**config.mk**
```make
export PLATFORM = sky130hd
export DESIGN_NAME = cfg_indirect_port
export DESIGN_NICKNAME = d
export VERILOG_FILES = /design/src/rtl/cfg_ip_pkg.sv /design/src/rtl/cfg_port_decode.sv /design/src/rtl/cfg_lane_sel.sv /design/src/rtl/cfg_reg_bank.sv /design/src/rtl/cfg_indirect_port.sv
export SDC_FILE = /design/constraint.sdc
export NUM_CORES = 1
export LEC_CHECK = 0
export BUFFER_PORTS_ARGS = -buffer_cell sky130_fd_sc_hd__buf_4
export CAP_MARGIN = 20
export CORE_ASPECT_RATIO = 0.6
export CORE_UTILIZATION = 60
export CTS_CLUSTER_SIZE = 28
export DETAILED_ROUTE_END_ITERATION = 10
export PLACE_DENSITY = 0.78
export SLEW_MARGIN = 20
export SYNTH_ARGS = -nofsm -noshare
export SYNTH_HDL_FRONTEND = slang
export SYNTH_SLANG_ARGS = --single-unit
```
**constraint.sdc**
```tcl
create_clock -name clk -period 3.4 [get_ports clk]
set_input_delay 0 -clock clk [delete_from_list [all_inputs] [get_ports clk]]
set_output_delay 0 -clock clk [all_outputs]
set_load 0.03 [all_outputs]
```
**src/rtl/cfg_ip_pkg.sv**
```systemverilog
package cfg_ip_pkg;
  localparam int CFG_DW    = 32;
  localparam int CFG_LANES = CFG_DW / 8;

  typedef enum logic [1:0] {
    SZ_BYTE = 2'd0,
    SZ_HALF = 2'd1,
    SZ_WORD = 2'd2,
    SZ_WIDE = 2'd3
  } acc_size_e;

  // fixed port addresses of layout A, normal and relocated
  localparam logic [31:0] A_PTR_ADDR   = 32'h8000_0CF8;
  localparam logic [31:0] A_DAT_ADDR   = 32'h8000_0CFC;
  localparam logic [31:0] A_PTR_RELOC  = 32'h8006_7018;
  localparam logic [31:0] A_DAT_RELOC  = 32'h8006_701C;
  // aliased windows of layout B, identified by their upper bits
  localparam logic [10:0] B_PTR_TOP11  = 11'h7F6;   // 0xFEC0_0000..0xFEDF_FFFF
  localparam logic [11:0] B_DAT_TOP12  = 12'hFEE;   // 0xFEE0_0000..0xFEEF_FFFF
  // pointer signature
  localparam logic [23:0] PTR_SIG      = 24'h80_0000;

  function automatic logic [CFG_DW-1:0] cfg_wmask(input logic [5:0] k);
    return {CFG_DW{1'b1}} >> k;
  endfunction
endpackage

```
**src/rtl/cfg_port_decode.sv**
```systemverilog
module cfg_port_decode
  import cfg_ip_pkg::*;
(
  input  logic [31:0] addr,
  input  logic        map_b,
  input  logic        reloc,
  output logic        hit_ptr,
  output logic        hit_dat
);
  logic [31:0] a_ptr, a_dat;

  always_comb begin
    a_ptr = reloc ? A_PTR_RELOC : A_PTR_ADDR;
    a_dat = reloc ? A_DAT_RELOC : A_DAT_ADDR;
    if (map_b) begin
      hit_ptr = (addr[31:21] == B_PTR_TOP11) && (addr[1:0] == 2'b00);
      hit_dat = (addr[31:20] == B_DAT_TOP12);
    end else begin
      hit_ptr = (addr == a_ptr);
      hit_dat = (addr[31:2] == a_dat[31:2]);
    end
  end

  always_comb begin
    AST_PORTS_EXCLUSIVE: assert (!(hit_ptr && hit_dat));
  end
endmodule

```
**src/rtl/cfg_lane_sel.sv**
```systemverilog
module cfg_lane_sel
  import cfg_ip_pkg::*;
(
  input  logic [1:0]           addr_lo,
  input  logic [1:0]           size,
  output logic [CFG_LANES-1:0] lane_en
);
  always_comb begin
    unique case (acc_size_e'(size))
      SZ_BYTE: lane_en = 4'b0001 << addr_lo;
      SZ_HALF: lane_en = addr_lo[1] ? 4'b1100 : 4'b0011;
      default: lane_en = 4'b1111;
    endcase
  end

  always_comb begin
    AST_LANES_NONZERO: assert ($countones(lane_en) >= 1);
  end
endmodule

```
**src/rtl/cfg_reg_bank.sv**
```systemverilog
module cfg_reg_bank
  import cfg_ip_pkg::*;
#(
  parameter int NREGS = 16,
  localparam int IDXW = (NREGS > 1) ? $clog2(NREGS) : 1
) (
  input  logic                 clk,
  input  logic                 rst,
  input  logic                 wr_en,
  input  logic [IDXW-1:0]      idx,
  input  logic [CFG_LANES-1:0] lane_en,
  input  logic [CFG_DW-1:0]    wdata,
  output logic [CFG_DW-1:0]    rd
);
  logic [CFG_DW-1:0] regs [NREGS];
  logic [CFG_DW-1:0] wmask;

  assign wmask = cfg_wmask(6'(idx));
  assign rd    = regs[idx];

  always_ff @(posedge clk) begin
    if (rst) begin
      for (int r = 0; r < NREGS; r++) regs[r] <= '0;
    end else if (wr_en) begin
      for (int b = 0; b < CFG_LANES; b++) begin
        if (lane_en[b])
          regs[idx][b*8 +: 8] <= wdata[b*8 +: 8] & wmask[b*8 +: 8];
      end
    end
  end

  for (genvar r = 0; r < NREGS; r++) begin : g_chk
    localparam logic [CFG_DW-1:0] RMASK = ~cfg_wmask(6'(r));
    AST_RESERVED_ZERO: assert property (@(posedge clk) disable iff (rst)
      (regs[r] & RMASK) == '0);
    AST_UNSELECTED_HOLD: assert property (@(posedge clk) disable iff (rst)
      !(wr_en && (idx == IDXW'(r))) |=> $stable(regs[r]));
  end
endmodule

```
**src/rtl/cfg_indirect_port.sv**
```systemverilog
module cfg_indirect_port
  import cfg_ip_pkg::*;
#(
  parameter int NREGS = 16,
  localparam int IDXW = (NREGS > 1) ? $clog2(NREGS) : 1
) (
  input  logic        clk,
  input  logic        rst,
  input  logic        map_b,
  input  logic        reloc,
  input  logic        bus_req,
  input  logic        bus_we,
  input  logic [31:0] bus_addr,
  input  logic [1:0]  bus_size,
  input  logic [31:0] bus_wdata,
  output logic        bus_ack,
  output logic [31:0] bus_rdata
);
  logic [31:0]          ptr_q;
  logic                 map_q, reloc_q;
  logic                 hit_ptr, hit_dat, ptr_ok;
  logic [CFG_LANES-1:0] lane_en;
  logic [CFG_DW-1:0]    bank_rd;
  logic [IDXW-1:0]      idx;
  logic                 bank_we;

  cfg_port_decode u_dec (
    .addr    (bus_addr),
    .map_b   (map_q),
    .reloc   (reloc_q),
    .hit_ptr (hit_ptr),
    .hit_dat (hit_dat)
  );

  cfg_lane_sel u_lane (
    .addr_lo (bus_addr[1:0]),
    .size    (bus_size),
    .lane_en (lane_en)
  );

  assign idx     = ptr_q[IDXW+1:2];
  assign ptr_ok  = (ptr_q[31:8] == PTR_SIG) && ({1'b0, ptr_q[7:2]} < 7'(NREGS));
  assign bank_we = bus_req && bus_we && hit_dat && ptr_ok;

  cfg_reg_bank #(.NREGS(NREGS)) u_bank (
    .clk     (clk),
    .rst     (rst),
    .wr_en   (bank_we),
    .idx     (idx),
    .lane_en (lane_en),
    .wdata   (bus_wdata),
    .rd      (bank_rd)
  );

  always_ff @(posedge clk) begin
    if (rst) begin
      ptr_q     <= '0;
      map_q     <= 1'b0;
      reloc_q   <= 1'b0;
      bus_ack   <= 1'b0;
      bus_rdata <= '0;
    end else begin
      bus_ack   <= bus_req && (hit_ptr || hit_dat);
      bus_rdata <= '0;
      if (!bus_req) begin
        map_q   <= map_b;
        reloc_q <= reloc;
      end
      if (bus_req && hit_ptr) begin
        if (bus_we) ptr_q     <= bus_wdata;
        else        bus_rdata <= ptr_q;
      end
      if (bus_req && hit_dat && !bus_we)
        bus_rdata <= ptr_ok ? bank_rd : '1;
    end
  end

  AST_ACK_AFTER_REQ: assert property (@(posedge clk) disable iff (rst)
    bus_ack |-> $past(bus_req));
  AST_NO_ACK_UNDECODED: assert property (@(posedge clk) disable iff (rst)
    (bus_req && !hit_ptr && !hit_dat) |=> !bus_ack);
  AST_RDATA_QUIET: assert property (@(posedge clk) disable iff (rst)
    !bus_ack |-> (bus_rdata == '0));
  AST_PTR_HOLD: assert property (@(posedge clk) disable iff (rst)
    !(bus_req && bus_we && hit_ptr) |=> $stable(ptr_q));
  AST_LAYOUT_FROZEN: assert property (@(posedge clk) disable iff (rst)
    bus_req |=> ($stable(map_q) && $stable(reloc_q)));
endmodule

```
# Word level (Yosys, flattened, before mapping)

Memories as Yosys holds them, arrays and structs flattened. A register that Yosys moved wholly into a read port is not among the register bits.
Cells that the tools add are included.

Magnitude comparators: 1
Eq/ne operators: 6
Shifts and indexed selects: 2
Mux-type cells: 33
Bitwise operators: 4
Reduce and logical (&&, ||, !) cells: 15

Operator list:

| kind                    | count |
|---|---|
| $mux W32                | 5 |
| $mux W19                | 2 |
| $and A8 B8 Y8           | 4 |
| $eq A32 B32 Y1          | 1 |
| $reduce_or A32 Y1       | 1 |
| $shr A32 B4 Y32 const A | 1 |
| $eq A30 B30 Y1          | 1 |
| $eq A24 B24 Y1 const B  | 1 |
| $mux W1                 | 20 |
| $mux W4                 | 5 |
| $eq A12 B12 Y1 const B  | 1 |
| $eq A11 B11 Y1 const B  | 1 |
| $logic_and A1 B1 Y1     | 9 |
| $pmux W4 S2             | 1 |
| $lt A6 B5 Y1 const B    | 1 |
| $logic_not A2 Y1        | 2 |
| $shl A1 B2 Y4 const A   | 1 |
| $eq A2 B1 Y1 const B    | 1 |
| $reduce_and A2 Y1       | 1 |
| $logic_not A1 Y1        | 1 |
| $logic_or A1 B1 Y1      | 1 |

Register bits after elaboration: 67
Memory bits (writable): 512
Input bits: 72
Output and inout port bits: 33
Word-level logic and storage cells: 67
Memories kept: 1

Memories:

| name        | depth | width | read ports | clocked after memory_dff | write ports | RTL line           | RTL |
|---|---|---|---|---|---|---|---|
| u_bank.regs | 16    | 32    | 1          | 1                        | 16          | cfg_reg_bank.sv:15 | `logic [CFG_DW-1:0] regs [NREGS];` |

# Logic depth before layout (Yosys ltp)

Gate-level depths: netlist of run 1.

Depth after elaboration: 10
Gate-level depth with buffers: 7
Mapped depth without buffers: 5

# Modules after synthesis

Synthesis of run 1 repeated with hierarchy kept, for this count alone.

Cell total of the unflattened synthesis: 1757
Area, all modules: 24817.6 um2

Modules (own cells, without submodules):

| module            | instances | cells each | area an instance (um2) | sequential area each (um2) |
|---|---|---|---|---|
| cfg_reg_bank      | 1         | 1405       | 21926.0                | 15374.7 |
| cfg_indirect_port | 1         | 315        | 2633.8                 | 1341.3 |
| cfg_port_decode   | 1         | 30         | 214.0                  | 0.0 |
| cfg_lane_sel      | 1         | 7          | 43.8                   | 0.0 |

# Worst setup path before layout of run 1

No wires, ideal clock.

Path kind: register to register
Start point: register reloc_q
End point: memory u_bank.regs[12][24], enable pin
Library setup time: 0.375 ns
Data arrival time: 2.227 ns
Required time: 3.025 ns
Path slack: 0.799 ns
Cell stages (with the launch flop): 8
Path buffers: 2
Period minus slack after synthesis: 2.601 ns
Cell sequence: dfxtp_1 > nor4_1 > o211ai_1 > nor4_4 > buf_2 > o2111ai_1 > clkbuf_1 > o21bai_1

RTL lines:

| element                | RTL line                | RTL |
|---|---|---|
| start, declared        | cfg_indirect_port.sv:20 | `logic map_q, reloc_q;` |
| start signal, assigned | cfg_indirect_port.sv:67 | `reloc_q <= reloc;` |
| end, declared          | cfg_reg_bank.sv:15      |  |

==> metrics.txt, run 1 <==
Post-Route WL=75.5 mm; Core Region=around 0.045 mm^2; area delta synth->final=14.3%; Clock Skews=23.4 ps; Setup-failing EPs final=0; dominant cells by area after synthesis=edfxtp_1 55%, mux4_2 13%, nor4_2 9.0%; worst-path maximum fanout=42; Syn Std Cell Area=0.0278 mm^2; Clock Tree Root=clkbuf_16; WL met2=34.0 mm; H-tree depth=2; min Tclk post-route=3150 ps; # rows=60; critical-path cell list=nor4b_2, nand4_1, nor2_1, o211ai_4, buf_16, buf_12, nor4_1; Syn Inst Count=1,763; share of the synthesized area in the top cell type=0.554; f_max=317 MHz; Leak Pwr=approximately 9.7 nW; initial antenna violation count=2; wl on met1=29.1 mm; Min-Delay Path Class=in2reg; post-synthesis register bit count=583; async set-reset flop share out of synthesis=0; Seq/Total Area, Yosys=0.605; Layout Cells excl Fill=around 2,600; RD Place Congestion=0.890; Post-CTS Setup Bufs=0; Met3 Wirelength=10.1 mm; largest net degree at the start of global routing=between 100 and 150; routed vias/inst=6.81; Post-synth EDFFs=512; Worst VDD drop=0.465 mV; Top Ports=105; Critical Path Source Type=register; Buffers on Ports=104; drt pass-1 iters=8; synth cell count leaders=512 x edfxtp_1, 200 x nor4_2, 160 x mux4_2; ys flop type=edfxtp_1; die area=~0.047 mm^2; CP Class=reg2reg; most frequent cell after synthesis=edfxtp_1; Clock transition at path regs=70 ps; CTS Buf Count=52; Synth area leader=edfxtp_1; CTS sink count=583; WL/cell=28.8 um; Die Span Y=approximately 170 um; Yosys warnings=0; worst skew pair latency=roughly 600 ps; layout cell share with drive strength beyond 1=0.365; hpwl dp=around 50 mm; Setup crit end kind=register; vias in the first global route=17,400; status=complete, no violations; GRT overflow=0; Longest Clk Path Bufs=3; part of the cycle the worst path needs=0.927; Max-Cap Viols=0; first-pass GRT wire length=113 mm; post-synth cell types=49; pwr dens=465 mW/mm^2; Req. time, crit path=3770 ps; worst stage delay on the critical path=690 ps; Placed Cells=2,490; Die Wd=280 um; headroom to the max-slew limit=0.229; Worst Tran Pin Value=1150 ps; highest routed layer=met4; Slowest cell on crit path=nor4b_2; Syn Area/Cell=around 16 um^2; Via Count=about 18,000; Final Max Tran Viols=0; final core occ=0.702; GRT Overall Usage=0.324; CTS tree=built; Final Hold Violating Endpoints=0; worst path arrival time=3520 ps; Post-DRT Antenna Nets=0; fin nets=around 2,000; # DRC=0; unrepaired setup endpoints after global routing=false; Initial Util=0.614; drt first-iter violations=about 2,600
## power breakdown
group | switching, mW | internal (mW)
sequential | 0.0972 | 8.10
clock | 2.66 | 3.07
combinational | 0.527 | 0.289
## final timing paths
| kind | cells after the start | slack [ps] | to | from |
|---|---|---|---|---|
| max | 7 | 250 | u_bank.regs[7][2] | ptr_q[6] |
| min | 4 | 60 | u_bank.regs[0][2] | bus_addr[1] |
| max reg2reg | 7 | 250 | u_bank.regs[7][2] | ptr_q[6] |
| min reg2reg | 2 | 480 | ptr_q[0] | ptr_q[0] |
## logic make-up (layout without fill, tap and decap cells)
kind of cell | Yosys count | after routing | synth area share
AO/OA/AOI/OAI | 122 | 122 | 0.0427
XOR/XNOR | 1 | 1 | 0.000316
buffers and inverters | 251 | 369 | 0.0416
flip-flops | 583 | 583 | 0.605
multiplexers | 194 | 194 | 0.142
other | 1 | 122 | 0.000135
AND/OR/NAND/NOR | 611 | 611 | 0.168
## critical path: cells and delay by family, from the launching register on
| family | cells | cell delay (ps) |
|---|---|---|
| AND/OR/NAND/NOR | 4 | 1770 |
| flip-flops | 1 | 330 |
| AO/OA/AOI/OAI | 1 | 320 |
| buffers and inverters | 2 | 460 |
## placed cells by master, fill, tap and decap left out, types with 17 or more instances in the layout
master         netlist  final
a31o_2              44     44
buf_12               0     17
buf_4                0    189
clkbuf_16            0     53
conb_1               1    120
dfxtp_1             71     68
dlygate4sd3_1        0     32
edfxtp_1           512    512
inv_1               33     33
mux2i_1             34     34
mux4_2             160    160
nand2_1             28     28
nand2b_1            69     65
nor2_1             130    128
nor3_1              46     46
nor4_1              95     95
nor4_2             200    200
o21bai_1            18     18
o32ai_2             20     20
## per-layer routing
layer,vias up,global-route usage
met5,-,0
met4,0,0.0988
met3,161,0.0943
met2,1222,0.477
met1,9091,0.471
li1,7389,-
## layout make-up
class / count / area, um^2
fill: 2951 / 13500
inverter: 33 / 124
sequential: 583 / 16800
tap: 620 / 776
clock inverter: 36 / 248
timing repair buffer: 240 / 2110
clock buffer: 60 / 1350
antenna: 2 / 5.00
multi-input combinational: 1048 / 10300
## registers in the layout, indices dropped and copies added, names as in the netlist, named ones only
register,cells
bus_ack,1
bus_rdata,32
map_q,1
ptr_q,32
reloc_q,1
u_bank.regs,512
## metrics by stage
step | power [mW] | setup slack, ps | setup TNS, ps | area, um^2 | hold slack [ps]
2_1_floorplan | 8.78 | 799 | 0 | 28200 | 144
3_3_place_gp | 9.07 | 24.1 | 0 | 29800 | 235
3_5_place_dp | 9.11 | -22.7 | -81.5 | 29800 | 262
4_1_cts | 14.7 | 332 | 0 | 31700 | 36.0
5_1_grt | 15.1 | 54.9 | 0 | 31700 | 50.3
6_report | 14.7 | 249 | 0 | 31700 | 64.1
## timing repair
item                                    in CTS  in global routing
endpoints found under the hold margin       40                  0
endpoints found under the setup margin      58                  0
gates resized for setup                      1                  0
hold buffers                                32                  0
(Power assumes the default switching activity.)
==> inputs of run 2 (changes only) <==
ABC_AREA = 1   (was default)
==> run 2 against run 1 <==
Fmax up 2.0%. Synthesized area fell by 6.5%. Clock-buffer cell count grew 5. Critical path type unchanged. Largest cell class unchanged. Largest power group unchanged.
==> metrics.txt, run 2 <==
dominant cells by area after synthesis=edfxtp_1 59%, nor2_1 17%, dfxtp_1 5.5%; Syn Area/Cell=9.27 um^2 (-41%); Slowest cell on crit path=clkinv_1; area delta synth->final=15.2%; most common cell after layout, fill and taps aside=nor2_1; Synth Area in Simple Gates=0.255 (+0.0866); Min-Delay Path Class=in2reg; CTS tree=built; Post-CTS Setup Bufs=0 (unchanged); routed vias/inst=5.91 (-13%); worst-path maximum fanout=15 (-64%); # DRC=0 (unchanged); ys flop type=edfxtp_1; CTS sink count=583 (unchanged); synth cell count leaders=1,176 x nor2_1, 512 x edfxtp_1, 267 x o21ai_0; worst min-delay path startpoint=bus_size[1]; xor-xnor portion of the synthesized cell area=0 (-0.000316); Post-synth EDFFs=512 (unchanged); Seq/Total Area, Yosys=0.647 (+0.0420); GRT overflow=0 (unchanged); WP buf/inv=1 (-1); Post-Route WL=75.5 mm (about the same); Via Count=21,300 (+19%); drt pass-1 iters=7 (-1); Die Span Y=163 um (-3.3%); hpwl dp=49.7 mm (+2.1%); biggest regs=u_bank.regs: 512 flops, bus_rdata: 32 flops, ptr_q: 32 flops; f_max=324 MHz (+2.0%); met1 usage=0.505 (+0.0338); Syn Inst Count=2,800 (+59%); Setup crit end kind=register; die area=0.0441 mm^2 (-6.4%); headroom to the max-slew limit=0.334 (+0.105); most frequent cells in the layout=1,175 x nor2_1, 512 x edfxtp_1, 265 x o21ai_0; worst r2r src=reloc_q; Worst Hold Endpoint=u_bank.regs[15][16]; Top Ports=105 (unchanged); unrepaired setup endpoints after global routing=false; share of the synthesized area in the top cell type=0.592 (+0.0384); GRT Overall Usage=0.340 (+0.0158); layout cell share with drive strength beyond 1=0.0896 (-0.275); Worst Tran Pin Value=1000 ps (-155 ps); Initial Util=0.615 (about the same); pre-CTS setup slack=451 ps (+474 ps); worst path arrival time=3330 ps (-190 ps); Buffers on Ports=104 (unchanged); Max-Cap Viols=0 (unchanged); post-synthesis register bit count=583 (unchanged); Core Region=0.0422 mm^2 (-6.5%); compound-cell area share of the yosys netlist=0.0609 (+0.0182); Levels on crit path=11 (+4); CP Class=reg2reg; grt met2 use=0.488 (+0.0115); largest net degree at the start of global routing=142 (+10%); drt first-iter violations=3,587 (+38%); Worst VDD drop=0.466 mV (+0.14%); pwr dens=503 mW/mm^2 (+8.3%); Synth Area in Adders=0 (unchanged); GR Layer Usage met3=0.0945 (+0.000259); Final Hold Violating Endpoints=0 (unchanged); RD Place Congestion=0.940 (+5.7%); Final Max Tran Viols=0 (unchanged); min Tclk post-route=3090 ps (-62.0 ps); WHS Path Cells=5 (+1); Clock transition at path regs=70 ps (about the same); # fillers=3,078 (+4.3%); status=complete, no violations; Most common cell on crit path=nand2_1; largest family of logic cells by synthesized area=simple AND/OR/NAND/NOR gates; Post-DRT Antenna Nets=0 (unchanged); post-synthesis mux area share=0 (-0.142); Yosys warnings=0 (unchanged); Clock Skews=34.6 ps (+11.2 ps); CTS Buf Count=51 (-1.9%); initial antenna violation count=0 (-2); async set-reset flop share out of synthesis=0 (unchanged); grt peak-use layer=met1; Synth area leader=edfxtp_1; max reg flops=512 (unchanged); Syn Std Cell Area=0.0260 mm^2 (-6.5%); Longest Clk Path Bufs=3 (unchanged); Clock Tree Root=clkbuf_16; part of the cycle the worst path needs=0.909 (-0.0182); worst stage delay on the critical path=670 ps (-20 ps); worst skew pair latency=600 ps (about the same); R2R setup slack=310 ps (+60 ps); Die Wd=271 um (-3.3%); family with the most delay on the worst path=simple AND/OR/NAND/NOR gates; WL/cell=20.9 um (-27%); RR Endpoint=u_bank.regs[9][18]; Reg with most FFs=u_bank.regs; fin nets=3,066 (+51%); critical-path cell list=nor2_1, nand2_1, nand2_1, nand2_1, nor2_2, nand3_2, nand2_2, nand3_1, clkinv_1, nand2_1, nand2_1; Critical Path Source Type=register; most frequent cell after synthesis=nor2_1; post-synth cell types=26 (-47%); first-pass GRT wire length=113 mm (+0.42%); # rows=58 (-3.3%); Req. time, crit path=3640 ps (-130 ps); Setup WS post-layout=311 ps (+62.0 ps); cell count of the worst reg-to-reg path=11 (+4); H-tree depth=2 (unchanged); vias in the first global route=19,500 (+12%); ANT cells=0 (-2); Leak Pwr=12.4 nW (+28%); setup TNS=0 ps (unchanged); Setup-failing EPs final=0 (unchanged)
[run 2: worst min-delay path, cell delays in order]
cell     delay (ps)
buf_4           120
a21oi_1         110
nor2_1           50
nand3_1         160
nor3_1           90
[run 2: layout make-up]
| cell class | count | area, um^2 | share of cell area |
|---|---|---|---|
| Sequential cell | 583 | 16800 | 0.562 |
| Multi-Input combinational cell | 2086 | 8660 | 0.290 |
| Timing Repair Buffer | 192 | 1610 | 0.0540 |
| Clock buffer | 65 | 1390 | 0.0465 |
| Tap cell | 570 | 713 | 0.0239 |
| Clock inverter | 30 | 404 | 0.0135 |
| Inverter | 80 | 308 | 0.0103 |
[run 2: cells by family after synthesis]
| kind of cell | Yosys count |
|---|---|
| simple gates | 1659 |
| flops | 583 |
| compound gates | 307 |
| buf+inv | 250 |
| other cells | 1 |
[run 2: how the worst max path moves through the flow]
stage	startpoint	to
final	reloc_q	u_bank.regs[9][18]
after global routing	reloc_q	u_bank.regs[9][20]
after CTS	reloc_q	u_bank.regs[9][20]
after detailed placement	reloc_q	u_bank.regs[9][19]
after global placement	reloc_q	u_bank.regs[9][17]
after floorplan	reloc_q	u_bank.regs[15][24]
[run 2: what timing repair did]
| item | 4_1_cts | 5_1_grt |
|---|---|---|
| gates resized for setup | 0 | 0 |
| endpoints found under the hold margin | 90 | 0 |
| hold buffers | 39 | 0 |
| endpoints found under the setup margin | 0 | 0 |
[run 2: layer usage]
layer	part of all wire	vias to the layer above	wire length [um]
li1	-	9571	-
met1	0.40	10000	29800
met2	0.42	1544	32000
met3	0.15	173	11500
met4	0.029	0	2170
met5	0	-	0
[run 2: through the flow]
stage | instances | power, mW | area (um^2) | utilization | hold slack [ps]
2_1_floorplan | 2919 | 8.55 | 26400 | - | 94.4
4_1_cts | 3606 | 15.0 | 29900 | 0.708 | 106
3_3_place_gp | 3472 | 8.81 | 27700 | 0.656 | 227
3_5_place_dp | 3472 | 8.83 | 27700 | 0.656 | 229
5_1_grt | 3606 | 15.4 | 29900 | 0.708 | 168
6_report | 3606 | 15.0 | 29900 | 0.708 | 105
[run 2: report_power, final]
part / total [mW] / leakage, nW / switching [mW] / internal [mW]
Combinational: 0.617 / 5.70 / 0.454 / 0.163
Clock: 6.30 / 0.873 / 2.64 / 3.66
Sequential: 8.13 / 5.80 / 0.0825 / 8.05
